==> config.mk <==
export PLATFORM = sky130hd
export DESIGN_NAME = piso_shreg
export DESIGN_NICKNAME = d
export VERILOG_FILES = /design/src/rtl/piso_pkg.sv /design/src/rtl/piso_rst_sync.sv /design/src/rtl/piso_stage_chain.sv /design/src/rtl/piso_shreg.sv
export SDC_FILE = /design/constraint.sdc
export NUM_CORES = 1
export LEC_CHECK = 0
export BUFFER_PORTS_ARGS = -buffer_cell sky130_fd_sc_hd__buf_4
export CAP_MARGIN = 30
export CORE_AREA = 5 5 42 44
export CTS_CLUSTER_DIAMETER = 100
export DETAILED_ROUTE_END_ITERATION = 6
export DIE_AREA = 0 0 47 49
export GPL_TIMING_DRIVEN = 0
export HOLD_SLACK_MARGIN = 0.08
export PLACE_DENSITY_LB_ADDON = 0.1
export REMOVE_ABC_BUFFERS = 1
export SLEW_MARGIN = 30
export SYNTH_ARGS = -nofsm -noshare
export SYNTH_HDL_FRONTEND = slang
export SYNTH_SLANG_ARGS = --single-unit
export TNS_END_PERCENT = 50
==> constraint.sdc <==
create_clock -name clk -period 1.6 [get_ports clk]
set_input_delay 0.24 -clock clk [delete_from_list [all_inputs] [get_ports clk]]
set_output_delay 0.24 -clock clk [all_outputs]
set_load 0.02 [all_outputs]
==> src/rtl/piso_pkg.sv <==
`timescale 1ns/100ps
package piso_pkg;
  typedef enum logic {
    MODE_LOAD  = 1'b0,
    MODE_SHIFT = 1'b1
  } piso_mode_e;
endpackage

==> src/rtl/piso_rst_sync.sv <==
`timescale 1ns/100ps
// Asserts reset at once when arst_n falls; releases it after STAGES edges.
module piso_rst_sync #(
  parameter int STAGES = 2
) (
  input  logic clk,
  input  logic arst_n,
  output logic rst
);
  logic [STAGES-1:0] sync_q;

  always_ff @(posedge clk or negedge arst_n) begin
    if (!arst_n) sync_q <= '1;
    else         sync_q <= {sync_q[STAGES-2:0], 1'b0};
  end

  assign rst = sync_q[STAGES-1];
endmodule

==> src/rtl/piso_stage_chain.sv <==
`timescale 1ns/100ps
module piso_stage_chain
  import piso_pkg::*;
#(
  parameter int WIDTH = 8
) (
  input  logic             clk,
  input  logic             rst,
  input  logic             en,
  input  piso_mode_e       mode,
  input  logic             ser_in,
  input  logic [WIDTH-1:0] par_in,
  output logic [WIDTH-1:0] q
);
  for (genvar g = 0; g < WIDTH; g++) begin : g_stage
    logic shift_src;
    logic stage_q;

    if (g == 0) begin : g_head
      assign shift_src = ser_in;
    end else begin : g_body
      assign shift_src = q[g-1];
    end

    always_ff @(posedge clk or posedge rst) begin
      if (rst)     stage_q <= 1'b0;
      else if (en) stage_q <= (mode == MODE_SHIFT) ? shift_src : par_in[g];
    end

    assign q[g] = stage_q;
  end
endmodule

==> src/rtl/piso_shreg.sv <==
`timescale 1ns/100ps
module piso_shreg
  import piso_pkg::*;
#(
  parameter int WIDTH       = 8,
  parameter int SYNC_STAGES = 2
) (
  input  logic             clk,
  input  logic             clr_n,
  input  logic             clk_hold,
  input  logic             shift_sel,
  input  logic             ser_in,
  input  logic [WIDTH-1:0] par_in,
  output logic             ser_out,
  output logic [WIDTH-1:0] dbg_stages
);
  logic             rst_int;
  logic [WIDTH-1:0] chain_q;
  piso_mode_e       mode;

  assign mode = piso_mode_e'(shift_sel);

  piso_rst_sync #(.STAGES(SYNC_STAGES)) u_rst (
    .clk    (clk),
    .arst_n (clr_n),
    .rst    (rst_int)
  );

  piso_stage_chain #(.WIDTH(WIDTH)) u_chain (
    .clk    (clk),
    .rst    (rst_int),
    .en     (~clk_hold),
    .mode   (mode),
    .ser_in (ser_in),
    .par_in (par_in),
    .q      (chain_q)
  );

  assign ser_out    = chain_q[WIDTH-1];
  assign dbg_stages = chain_q;
endmodule

======== Word level (Yosys, flattened, before mapping) ========
Index checks and enable logic that the tools add are counted.
word-level totals
  output and inout port bits .............. 9
  bits in registers ....................... 10
  word-level logic and storage cells ...... 17
  input bits .............................. 13
cells by class
  muxes and demuxes ....................... 8
operators by type and width
  cell    number
  $mux 1  8

======== Depth between registers and ports, before layout ========
  word-level depth ........................ 1
  depth in mapped cells ................... 3
  gate-level depth less buffers ........... 2

======== Cells and area by module ========
A second synthesis with hierarchy kept.
second synthesis, totals
  cells, all modules ...................... 49
  area total of the unflattened synthesis .. 515.5 µm²
modules (own cells, without submodules)
  module            area each (µm²)  times used  seq. area each (µm²)  cells an instance
  piso_stage_chain  447.9            1           200.2                 44
  piso_rst_sync     56.3             1           52.6                  3
  piso_shreg        11.3             1           0.0                   2

======== Worst setup path before layout ========
No wires, ideal clock.
  path kind ............................... flip-flop to output port
  from .................................... reg u_chain.g_stage[7].stage_q
  to ...................................... out dbg_stages[7]
  required time ........................... 1360 ps
  buffers on the path ..................... 1
  arrival ................................. 626 ps
  path slack .............................. 734 ps
  cell stages (with the launch flop) ...... 2
  path through ............................ dfrtp_1 -> buf_4
RTL lines
  item                    RTL line                source
  start, declared         piso_stage_chain.sv:17  logic stage_q;
  start signal, assigned  piso_stage_chain.sv:27  else if (en) stage_q <= (mode == MODE_SHIFT) ? shift_src : par_in[g];
  end, declared           piso_shreg.sv:15        output logic [WIDTH-1:0] dbg_stages
No word-level cell between the ends.

======== Worst setup path after layout ========
  from .................................... reg u_chain.g_stage[6].stage_q
  to ...................................... out dbg_stages[6]
RTL lines
  item                    RTL line
  start, declared         piso_stage_chain.sv:17
  start signal, assigned  piso_stage_chain.sv:27
No word-level cell between the ends.

==> metrics <==
ratio of cells with drive above 1 in the final layout 43.5%; setup bufs post-CTS 0; DP HPWL a little under 700 um; min cycle time layout 1.06 ns; Die Height between 40 and 50 um; CTS Hold Buffers Added 1; FF+latch count, synth 10; Area Growth Syn to Fin 28.7%; Port Buffers 21; Starting DRT DRC Count 11; Via density 4.40; Final WS setup 0.538 ns; pins over their slew limit 0; crit-path cells buf_4; sequential share of power 44.6%; Clock Tree Buf Depth 2; CTS HTree Levels 1; Worst-Skew Late Latency approximately 0.26 ns; # resized after CTS 0; vias in the first global route between 300 and 400; Rows 14; clock-pin slew on the worst setup and hold paths 0.07 ns; Net count, final 76; crit path capture type primary output; global-route wire length before repair 1370 um; FF-to-FF Start u_chain.g_stage[4].stage_q$_DFFE_PP0N_; yosys warns 0; Synth top area share 40.6%; # clock sinks 10; worst min path class flip-flop to asynchronous set/reset pin; DR pass1 iterations 4; antenna-violating nets left 0; switching share of power a little over a quarter; CTS root buffer clkbuf_4; CP top delay family flip-flops; Worst Path Max Fanout 3; DRC Markers 0; sequential element share of the synthesized area between 50% and 60%; P_int 498 uW; Num CTS Buffers 3; top cells by area, synth dfrtp_1 41%, mux2i_1 16%, buf_4 12%; post-route clock period utilization 66.4%; RSZ-0062 raised after global routing false; Boundary Pins 22; core area 1400 sq um; area leader, netlist dfrtp_1; antenna fix cells 0; Setup Viol. Count Final 0; Final Cell Area 634 sq um; CP startpoint kind flip-flop; Die Area about 2300 sq um; Buf+Inv Stages, Crit Path 1; initial antenna violation count 0; Yosys cell types 9; Crit Path Category flip-flop to primary output; PD cells 1070 nW/um^2; final-layout fill cell count between 150 and 200; grt ovf 0; Initial Util 35.2%; DP Area 588 sq um; Fin Setup TNS 0 ns; VDD IR-drop max between 0.6 and 0.7 mV; all-layer global routing usage between 8 and 9%; drt wl/cell 11.3 um; Worst Skew about 0.0042 ns; Post-Route WL 884 um; Overall Power 679 uW; clock share of power 32.3%; slowest CP cell dfrtp_1; pin count of the biggest net entering global routing 17; die width around 47 um; Post-Syn Instances 46; CTS tree done; Critical path origin u_chain.g_stage[6].stage_q$_DFFE_PP0N_; CP max stage delay 0.40 ns; Avg Synthesized Cell Area roughly 11 sq um; Post-Place Cells 73; fmax 941 MHz; max cap viols 0; Place WS 0.756 ns; combinational power share 23.1%; via count 343; critical path required time 1.36 ns; Final Instance Count excl. Fillers 78; Static Leak between 0.3 and 0.4 nW; GPL Wtd Cong 0.701; Arr. time, crit path ~0.8 ns; status finished, final reports clean; Net Sw Power 181 uW; Final Hold Fails 0; Cell Area, Synth 493 sq um
[stage by stage]
stage	util (%)	hold WS, ns
2_1_floorplan	-	0.0922
3_3_place_gp	42.0	0.183
3_5_place_dp	42.0	0.185
4_1_cts	45.3	0.209
5_1_grt	45.3	0.228
6_report	45.3	0.191
[cells in the mapped netlist]
master   count
conb_1       1
inv_1        1
dfrtp_1      8
buf_6        2
dfstp_2      2
nand2_1      8
o21ai_1      8
buf_4        8
mux2i_1      8
[cells by family (layout without fill, tap and decap cells)]
group	count (synthesis)	in the layout	synth area share, %
buffers and inverters	11	27	17.5
AOI/OAI and AO/OA	8	8	8.12
DFF	10	10	51.3
muxes	8	8	16.2
and+or+nand+nor	8	8	6.09
other	1	1	0.761
[placed cells by master, fill, tap and decap left out]
master          n
nand2_1         8
dlygate4sd3_1   1
clkbuf_8        1
o21ai_1         8
buf_4          21
mux2i_1         8
dfstp_2         2
clkbuf_4        3
dfrtp_1         8
conb_1          1
inv_1           1
[worst paths after layout]
check	end	slack (ns)	cells past startpoint
min reg2reg	u_chain.g_stage[4].stage_q$_DFFE_PP0N_	0.19	1
max	dbg_stages[6]	0.54	1
max in group asynchronous	u_rst.sync_q[1]$_DFF_PN1_	1.12	2
min	u_chain.g_stage[4].stage_q$_DFFE_PP0N_	0.19	1
min in group clk	u_chain.g_stage[2].stage_q$_DFFE_PP0N_	0.24	3
max reg2reg	u_chain.g_stage[5].stage_q$_DFFE_PP0N_	0.87	2
[state kept, by name (all words and copies together) (netlist names)]
name / cells
u_rst.sync_q: 2
u_chain.g_stage.stage_q: 8
[layer usage]
metal	global-route usage, %	routed length (um)	up-vias
met5	0	0	-
met4	5.53	5	0
met3	3.69	102	2
met2	11.1	393	14
met1	10.3	382	155
li1	-	-	172
[power by group through the flow]
stage / logic, mW / clock network [mW] / registers [mW]
3_3_place_gp: 0.158 / 0 / 0.308
5_1_grt: 0.171 / 0.246 / 0.308
2_1_floorplan: 0.0368 / 0 / 0.341
6_report: 0.157 / 0.219 / 0.303
4_1_cts: 0.160 / 0.234 / 0.304
3_5_place_dp: 0.158 / 0 / 0.308
[area by class of cell]
class	count	area (sq um)	area share, %
Sequential cell	10	253	39.8
Timing Repair Buffer	22	168	26.4
Multi-Input combinational cell	25	154	24.3
Clock buffer	4	36.3	5.72
Tap cell	16	20.0	3.16
Inverter	1	3.75	0.592
Power figures use the tool's default switching activity.
